<file path="src/rtl/tmr_pkg.sv">
package tmr_pkg;
    // number of prescaler groups, which is also the number of external clocks
    localparam int GRP_COUNT    = 2;
    // select-field bits that pick the power-of-two divider
    localparam int DIV_SEL_W    = 2;
    localparam int REG_PRESCALE = 0;
    localparam int REG_SELECT   = 1;

    typedef enum logic {
        EXT_LOW  = 1'b0,
        EXT_HIGH = 1'b1
    } ext_state_t;

    // channels below the split use group 0, the rest use group 1
    function automatic int grp_of(input int ch, input int split);
        return (ch < split) ? 0 : 1;
    endfunction
endpackage

</file>
<file path="src/rtl/tmr_regs.sv">
module tmr_regs
    import tmr_pkg::*;
#(
    parameter int NUM_CH  = 5,
    parameter int NUM_GRP = 2,
    parameter int PRE_W   = 8,
    parameter int SEL_W   = 4,
    parameter int DATA_W  = 32,
    parameter int ADDR_W  = 2
) (
    input  logic                     clk,
    input  logic                     rst_n,
    input  logic                     bus_wr,
    input  logic [ADDR_W-1:0]        bus_addr,
    input  logic [DATA_W-1:0]        bus_wdata,
    output logic [DATA_W-1:0]        bus_rdata,
    output logic [NUM_GRP*PRE_W-1:0] pre_q,
    output logic [NUM_CH*SEL_W-1:0]  sel_q
);
    localparam int PRE_BITS = NUM_GRP * PRE_W;
    localparam int SEL_BITS = NUM_CH * SEL_W;
    localparam int USED     = (PRE_BITS > SEL_BITS) ? PRE_BITS : SEL_BITS;

    logic hit_pre, hit_sel;
    assign hit_pre = bus_wr && (bus_addr == ADDR_W'(REG_PRESCALE));
    assign hit_sel = bus_wr && (bus_addr == ADDR_W'(REG_SELECT));

    always_ff @(posedge clk or negedge rst_n) begin
        if (!rst_n) begin
            pre_q <= '0;
            sel_q <= '0;
        end else begin
            if (hit_pre) pre_q <= bus_wdata[PRE_BITS-1:0];
            if (hit_sel) sel_q <= bus_wdata[SEL_BITS-1:0];
        end
    end

    always_comb begin
        unique case (bus_addr)
            ADDR_W'(REG_PRESCALE): bus_rdata = {{(DATA_W-PRE_BITS){1'b0}}, pre_q};
            ADDR_W'(REG_SELECT):   bus_rdata = {{(DATA_W-SEL_BITS){1'b0}}, sel_q};
            default:               bus_rdata = '0;
        endcase
    end

    generate
        if (USED < DATA_W) begin : g_spare
            logic unused_hi;
            assign unused_hi = ^bus_wdata[DATA_W-1:USED];
        end
    endgenerate

    // a prescaler write lands in the stored field
    p_wr_pre_r1: assert property (@(posedge clk) disable iff (!rst_n)
        hit_pre |=> pre_q == $past(bus_wdata[PRE_BITS-1:0]));
    // writes to other addresses leave both registers untouched
    p_bad_addr_r1: assert property (@(posedge clk) disable iff (!rst_n)
        (bus_wr && !hit_pre && !hit_sel) |=> ($stable(pre_q) && $stable(sel_q)));
endmodule

</file>
<file path="src/rtl/tmr_prescaler.sv">
module tmr_prescaler #(
    parameter int PRE_W = 8
) (
    input  logic             clk,
    input  logic             rst_n,
    input  logic [PRE_W-1:0] preset,
    output logic             tick
);
    logic [PRE_W-1:0] cnt_q;

    // the counter reloads only when it wraps, so a new preset waits for that point
    assign tick = (cnt_q == '0);

    always_ff @(posedge clk or negedge rst_n) begin
        if (!rst_n)    cnt_q <= '0;
        else if (tick) cnt_q <= preset;
        else           cnt_q <= cnt_q - 1'b1;
    end

    // the wrap reloads the preset that was present at the wrap
    p_reload_r8: assert property (@(posedge clk) disable iff (!rst_n)
        tick |=> cnt_q == $past(preset));
    // between wraps the counter steps down by one
    p_count_down_r3: assert property (@(posedge clk) disable iff (!rst_n)
        !tick |=> cnt_q == $past(cnt_q) - 1'b1);
endmodule

</file>
<file path="src/rtl/tmr_ext_sync.sv">
module tmr_ext_sync
    import tmr_pkg::*;
(
    input  logic clk,
    input  logic rst_n,
    input  logic ext_i,
    output logic tick
);
    logic       meta_q, lvl_q;
    ext_state_t state_q, state_d;

    always_ff @(posedge clk or negedge rst_n) begin
        if (!rst_n) begin
            meta_q <= 1'b0;
            lvl_q  <= 1'b0;
        end else begin
            meta_q <= ext_i;
            lvl_q  <= meta_q;
        end
    end

    always_ff @(posedge clk or negedge rst_n) begin
        if (!rst_n) state_q <= EXT_LOW;
        else        state_q <= state_d;
    end

    always_comb begin
        state_d = state_q;
        unique case (state_q)
            EXT_LOW:  if (lvl_q)  state_d = EXT_HIGH;
            EXT_HIGH: if (!lvl_q) state_d = EXT_LOW;
            default:              state_d = EXT_LOW;
        endcase
    end

    always_comb begin
        tick = 1'b0;
        unique case (state_q)
            EXT_LOW:  tick = lvl_q;
            EXT_HIGH: tick = 1'b0;
            default:  tick = 1'b0;
        endcase
    end

    // one pulse per edge, never two cycles wide
    p_one_pulse_r7: assert property (@(posedge clk) disable iff (!rst_n)
        tick |=> !tick);
    // after a pulse the detector is armed high
    p_armed_r7: assert property (@(posedge clk) disable iff (!rst_n)
        tick |=> state_q == EXT_HIGH);
endmodule

</file>
<file path="src/rtl/tmr_chan_div.sv">
module tmr_chan_div
    import tmr_pkg::*;
#(
    parameter int SEL_W = 4
) (
    input  logic             clk,
    input  logic             rst_n,
    input  logic             pre_tick,
    input  logic             ext_tick,
    input  logic [SEL_W-1:0] sel,
    output logic             tick
);
    localparam int CNT_W   = 1 << DIV_SEL_W;
    localparam int EXT_BIT = DIV_SEL_W;

    logic [DIV_SEL_W-1:0] af_q;
    logic [CNT_W-1:0]     dcnt_q;
    logic [CNT_W:0]       span, span_m1;
    logic                 hit;

    always_comb begin
        span    = (CNT_W+1)'(2) << af_q;
        span_m1 = span - (CNT_W+1)'(1);
    end

    assign hit = pre_tick && (dcnt_q == span_m1[CNT_W-1:0]);

    // the divider code is adopted only when a divided tick completes
    always_ff @(posedge clk or negedge rst_n) begin
        if (!rst_n) begin
            af_q   <= '0;
            dcnt_q <= '0;
        end else if (pre_tick) begin
            if (hit) begin
                dcnt_q <= '0;
                af_q   <= sel[DIV_SEL_W-1:0];
            end else begin
                dcnt_q <= dcnt_q + 1'b1;
            end
        end
    end

    assign tick = sel[EXT_BIT] ? ext_tick : hit;

    logic unused_sel;
    assign unused_sel = span_m1[CNT_W] ^ (^sel[SEL_W-1:EXT_BIT+1]);

    // divided ticks are never adjacent
    p_min_gap_r9: assert property (@(posedge clk) disable iff (!rst_n)
        (tick && !sel[EXT_BIT]) |=> (sel[EXT_BIT] || !tick));
    // a completed divided tick restarts the count
    p_restart_r4: assert property (@(posedge clk) disable iff (!rst_n)
        hit |=> dcnt_q == '0);
endmodule

</file>
<file path="src/rtl/tmr_clk_tree.sv">
module tmr_clk_tree
    import tmr_pkg::*;
#(
    parameter int NUM_CH    = 5,
    parameter int GRP_SPLIT = 2,
    parameter int PRE_W     = 8,
    parameter int SEL_W     = 4,
    parameter int DATA_W    = 32,
    parameter int ADDR_W    = 2
) (
    input  logic                 clk,
    input  logic                 rst_n,
    input  logic                 bus_wr,
    input  logic [ADDR_W-1:0]    bus_addr,
    input  logic [DATA_W-1:0]    bus_wdata,
    output logic [DATA_W-1:0]    bus_rdata,
    input  logic [GRP_COUNT-1:0] ext_clk_i,
    output logic [NUM_CH-1:0]    tick_o
);
    localparam int NUM_GRP = GRP_COUNT;

    logic [NUM_GRP*PRE_W-1:0] pre_q;
    logic [NUM_CH*SEL_W-1:0]  sel_q;
    logic [NUM_GRP-1:0]       grp_tick;
    logic [NUM_GRP-1:0]       ext_tick;

    tmr_regs #(
        .NUM_CH (NUM_CH),
        .NUM_GRP(NUM_GRP),
        .PRE_W  (PRE_W),
        .SEL_W  (SEL_W),
        .DATA_W (DATA_W),
        .ADDR_W (ADDR_W)
    ) u_regs (
        .clk      (clk),
        .rst_n    (rst_n),
        .bus_wr   (bus_wr),
        .bus_addr (bus_addr),
        .bus_wdata(bus_wdata),
        .bus_rdata(bus_rdata),
        .pre_q    (pre_q),
        .sel_q    (sel_q)
    );

    generate
        for (genvar g = 0; g < NUM_GRP; g++) begin : g_grp
            tmr_prescaler #(.PRE_W(PRE_W)) u_pre (
                .clk   (clk),
                .rst_n (rst_n),
                .preset(pre_q[g*PRE_W +: PRE_W]),
                .tick  (grp_tick[g])
            );
            tmr_ext_sync u_ext (
                .clk  (clk),
                .rst_n(rst_n),
                .ext_i(ext_clk_i[g]),
                .tick (ext_tick[g])
            );
        end
        for (genvar n = 0; n < NUM_CH; n++) begin : g_ch
            localparam int G = grp_of(n, GRP_SPLIT);
            tmr_chan_div #(.SEL_W(SEL_W)) u_div (
                .clk     (clk),
                .rst_n   (rst_n),
                .pre_tick(grp_tick[G]),
                .ext_tick(ext_tick[G]),
                .sel     (sel_q[n*SEL_W +: SEL_W]),
                .tick    (tick_o[n])
            );
        end
    endgenerate
endmodule

</file>
<file path="config.mk">
export PLATFORM = sky130hd
export DESIGN_NAME = tmr_clk_tree
export DESIGN_NICKNAME = d
export VERILOG_FILES = /design/src/rtl/tmr_pkg.sv /design/src/rtl/tmr_regs.sv /design/src/rtl/tmr_prescaler.sv /design/src/rtl/tmr_ext_sync.sv /design/src/rtl/tmr_chan_div.sv /design/src/rtl/tmr_clk_tree.sv
export SDC_FILE = /design/constraint.sdc
export NUM_CORES = 1
export LEC_CHECK = 0
export ABC_AREA = 1
export BUFFER_PORTS_ARGS = -buffer_cell sky130_fd_sc_hd__buf_2
export CAP_MARGIN = 15
export CORE_MARGIN = 5
export CORE_UTILIZATION = 57
export CTS_CLUSTER_DIAMETER = 60
export DETAILED_ROUTE_END_ITERATION = 6
export GPL_ROUTABILITY_DRIVEN = 0
export PLACE_DENSITY_LB_ADDON = 0.12
export SYNTH_ARGS = -nofsm -noshare
export SYNTH_HDL_FRONTEND = slang
export SYNTH_SLANG_ARGS = --single-unit
export TNS_END_PERCENT = 1
</file>
<file path="constraint.sdc">
create_clock -name clk -period 1.8 [get_ports clk]
set_input_delay 0.09 -clock clk [delete_from_list [all_inputs] [get_ports clk]]
set_output_delay 0.09 -clock clk [all_outputs]
set_load 0.005 [all_outputs]
</file>
# After elaboration in Yosys (flattened, before gate mapping)
# Cells that the tools add are included.
totals:
  ff_bits: 88
  input_bits: 39
  word_cells: 77
op_classes:
  addsub: 12
  eq_ne: 6
  shifts: 5
  mux: 17
  bitwise: 2
  reduce_logical: 15
ops:
  columns: ["op", "n"]
  rows:
  - ["20-bit case mux with 2 select lines", 1]
  - ["4-bit by 1-bit adder with 4-bit output, second input constant", 5]
  - ["4-bit equality test", 5]
  - ["4-bit two-way mux", 5]
  - ["2-bit by 2-bit left shift with 4-bit output, first input constant", 5]
  - ["4-bit by 1-bit subtractor with 4-bit output, second input constant", 5]
  - ["8-bit logical NOT", 2]
  - ["8-bit two-way mux", 2]
  - ["8-bit by 1-bit subtractor with 8-bit output, second input constant", 2]
  - ["2-bit AND reduction", 5]
  - ["1-bit logical AND", 7]
  - ["1-bit two-way mux", 7]
  - ["1-bit case mux with 2 select lines", 2]
  - ["2-bit by 1-bit equality test with 1-bit output, second input constant", 1]
  - ["2-bit logical NOT", 1]
  - ["1-bit NOT", 2]

# Longest topological paths before layout
depth:
  word_depth: 5
  depth_mapped: 10
  depth_no_buf: 10

# Hierarchy
# Synthesis repeated with hierarchy kept, for this count alone.
unflattened:
  cells_unflattened: 634
  hier_area_um2: 5027.3
modules_own_cells:
  columns: ["module", "n_inst", "cells_per_inst", "area_each_um2", "seq_area_each_um2"]
  rows:
  - ["tmr_chan_div", 5, 50, 382.9, 150.1]
  - ["tmr_regs", 1, 236, 1831.8, 900.9]
  - ["tmr_prescaler", 2, 69, 555.5, 200.2]
  - ["tmr_ext_sync", 2, 5, 85.1, 75.1]

# Least setup slack after synthesis
# No wires, ideal clock.
synth_timing:
  path_kind: "reg-to-output"
  start: "register g_grp[0].u_pre.cnt_q[0]"
  end: "output tick_o[0]"
  t_arrival_ns: 1.380
  required_ns: 1.710
  setup_slack_ns: 0.330
  path_stages_with_launch: 11
  n_path_buf: 2
  cell_sequence: "dfrtp_1 -> inv_1 -> ha_1 -> inv_1 -> nor2_4 -> nand2_2 -> nor2_4 -> buf_4 -> nand4_1 -> nand2_1 -> buf_4"
synth_between:
  elab_chain_cells: 3
synth_lines:
  columns: ["element", "line_no", "rtl"]
  rows:
  - ["start, declared", "tmr_prescaler.sv:9", "logic [PRE_W-1:0] cnt_q;"]
  - ["start signal, assigned", "tmr_prescaler.sv:16", "else if (tick) cnt_q <= preset;"]
  - ["start signal, assigned", "tmr_prescaler.sv:17", "else cnt_q <= cnt_q - 1'b1;"]
  - ["8-bit logical NOT", "tmr_prescaler.sv:12", "assign tick = (cnt_q == '0);"]
  - ["1-bit logical AND", "tmr_chan_div.sv:26", "assign hit = pre_tick && (dcnt_q == span_m1[CNT_W-1:0]);"]
  - ["1-bit two-way mux", "tmr_chan_div.sv:43", "assign tick = sel[EXT_BIT] ? ext_tick : hit;"]
  - ["end, declared", "tmr_clk_tree.sv:18", "output logic [NUM_CH-1:0] tick_o"]
# Every way passes these cells.

# Worst setup path in the final report
layout_timing:
  start: "register g_grp[0].u_pre.cnt_q[0]"
  end: "output tick_o[1]"
# The elaborated chain is that of the path after synthesis.

==> results.sh <==
export IMPL_status="complete, but fails checks"
export IMPL_violations="setup timing"
export IMPL_fp_dieW_um=101
export IMPL_syn_to_final_growth_pct=20.4
export IMPL_grt_ovfl_total=0
export IMPL_track_usage_pct=22.0
export IMPL_portBuffers=51
export IMPL_grt_pass1_vias=3867
export IMPL_startpoint_type="flop"
export IMPL_first_pass_iters=5
export IMPL_worstPathArrival_ps=1710
export IMPL_peakVddDrop_mv=0.580
export IMPL_start_util_pct=58.0
export IMPL_antenna_found_initial=0
export IMPL_crit_path_end_kind="primary output"
export IMPL_wl_per_cell_um=12.9
export IMPL_worstHoldPathType="primary input to flop"
export IMPL_die_h_um=101
export IMPL_route_vias_total=4105
export IMPL_clk_pin_slew_ps=90
export IMPL_critPathRequiredTime_ps=1710
export IMPL_slew_violations=0
export IMPL_synth_seq_area_share_pct=46.7
export IMPL_dr_wl_met2_um=4770
export IMPL_synth_compound_gate_area_share_pct=9.26
export IMPL_cellPowerDensity_mw_per_mm2=1320
export IMPL_grt_max_degree=89
export IMPL_synth_simple_area_share_pct=26.7
export IMPL_whs_ps=33.8
export IMPL_synth_mux_area_share_pct=0
export IMPL_rsz0062_at_grt="yes"
export IMPL_cts_buffers=9
export IMPL_drt_total_wl_um=10500
export IMPL_met1_length_um=5000
export IMPL_setup_violations=2
export IMPL_final_common_cell="nand2_1"
export IMPL_ys_types=28
export IMPL_highest_layer="met4"
export IMPL_synth_top_family_by_area="simple AND/OR/NAND/NOR gates"
export IMPL_rows=33
export IMPL_netlist_area_mm2=0.00472
export IMPL_period_share_pct=100
export IMPL_synth_cells=614
export IMPL_cts_tree="done"
export IMPL_final_cell_mix="180 x nand2_1, 88 x dfrtp_1, 86 x inv_1"
export IMPL_fmax_mhz=555
export IMPL_tns_ps=-2.38
export IMPL_diodes=0
export IMPL_coreArea_mm2=0.00813
export IMPL_grt_pass1_wl_um=17900
export IMPL_ios=76
export IMPL_hold_viol=0
export IMPL_max_clock_path_buffers=2
export IMPL_worst_slack_ps=-2.00
export IMPL_dieArea_mm2=0.0102
export IMPL_min_period_ps=1800
export IMPL_avgSynthCellArea_um2=7.68
export IMPL_vias_per_cell=5.06
export IMPL_htreeDepth=3
export IMPL_wl_met3_um=563
export IMPL_p_leak_nw=3.14
export IMPL_drv_cap=0
export IMPL_ant_nets=0
export IMPL_skew_ps=13.0
export IMPL_cts_root_buf="clkbuf_8"
export IMPL_synth_fa_ha_area_share_pct=1.86
export IMPL_nNetsFinal=749
export IMPL_yosysWarnings=0
export IMPL_synth_seq_cells=88
export IMPL_clock_latency_ps=360
export IMPL_synth_xor_area_share_pct=3.53
export IMPL_drc_errors=0
export IMPL_place_hpwl_um=7110
export IMPL_cts_sinks=88
export IMPL_critPathMaxFanout=4
export IMPL_drtIter0Drc=239
export IMPL_crit_type="flop to primary output"
export IMPL_final_layout_size_suffix_gt1_share_pct=16.5
## final cells by class
class / instances / area, um2
clock inverter: 6 / 92.6
fill: 645 / 2460
multi-input combinational: 414 / 2050
tap: 105 / 131
inverter: 92 / 348
clock buffer: 9 / 124
sequential: 88 / 2200
timing repair buffer: 98 / 728
## routing by layer
layer | GRT usage, % | vias up
li1 | - | 2068
met2 | 34.0 | 119
met3 | 3.81 | 12
met1 | 31.8 | 1906
met4 | 6.65 | 0
met5 | 0 | -
## stage by stage
step / cell area [um2] / total power [mW] / setup slack (ps) / utilization (%) / instances
floorplan: 4760 / 4.92 / 330 / - / 625
detailed placement: 5060 / 5.56 / 205 / 62.2 / 759
finish: 5680 / 7.47 / -2.00 / 69.8 / 812
CTS: 5650 / 7.40 / -2.40 / 69.4 / 811
global placement: 5060 / 5.44 / 237 / 62.2 / 759
global route: 5680 / 8.12 / -96.7 / 69.8 / 812
## cells in the mapped netlist
master    number  area share [%]
a21oi_1        7            0.74
a22o_1         6             1.1
a22oi_1        1            0.16
buf_2          1            0.11
buf_4         19             3.0
buf_6          2            0.48
buf_8          1            0.32
clkbuf_1       8            0.64
conb_1         1           0.080
dfrtp_1       88              47
ha_1           7             1.9
inv_1         91             7.2
inv_2          1           0.080
nand2_1      181              14
nand2_2        3            0.40
nand2_4        1            0.24
nand3_1       39             4.1
nand3_2        2            0.42
nand4_1       16             2.1
nor2_1        46             3.7
nor2_2         3            0.40
nor2_4         2            0.48
nor2_8         1            0.42
o21ai_0       64             6.8
o21ai_1        3            0.32
o22ai_1        1            0.13
xnor2_1        1            0.19
xor2_1        18             3.3
## where the power goes
part	switching [mW]	leakage, nW	internal, mW
clock network	0.721	0.102	0.781
logic	1.62	1.94	1.18
registers	0.625	1.10	2.55
## final timing paths
check / startpoint / endpoint / slack, ps / cells after the start
max in group asynchronous: rst_n / u_regs.sel_q[11] / 1120 / 3
worst max register to register: g_grp[0].u_pre.cnt_q[0] / g_grp[0].u_pre.cnt_q[7] / 70 / 13
min in group asynchronous: rst_n / g_ch[0].u_div.dcnt_q[1] / 300 / 3
worst min-delay path: bus_wdata[9] / u_regs.pre_q[9] / 30 / 3
worst min register to register: g_grp[1].u_ext.meta_q / g_grp[1].u_ext.lvl_q / 350 / 0
worst max-delay path: g_grp[0].u_pre.cnt_q[0] / tick_o[1] / -2 / 10
## logic make-up after synthesis
group           Yosys count
fa+ha+maj                 7
simple gates            294
xor+xnor                 19
buf+inv                 123
other cells               1
compound gates           82
flops                    88
## registers in the layout, indices dropped and copies added, names as in the netlist
register             count
g_grp.u_pre.cnt_q       16
u_regs.sel_q            20
g_grp.u_ext.lvl_q        2
g_grp.u_ext.meta_q       2
u_regs.pre_q            16
g_grp.u_ext.state_q      2
g_ch.u_div.af_q         10
g_ch.u_div.dcnt_q       20
## what timing repair did
action / 4_1_cts / 5_1_grt
endpoints found under the hold margin: 119 / 0
buffers inserted: 15 / 1
pin swaps: 5 / 4
setup endpoints to repair: 5 / 8
resized for setup: 10 / 17
hold buffers: 22 / 0
## worst max-delay path, stage by stage (launching register included)
cell and delay [ps]:
dfrtp_1 400, inv_2 90, ha_4 140, inv_4 40
nor2_4 80, nand2_2 80, nor2_4 140, buf_12 120
nand4_1 100, nand2_1 70, buf_2 100
No activity file was read; power rests on OpenSTA's default activity.
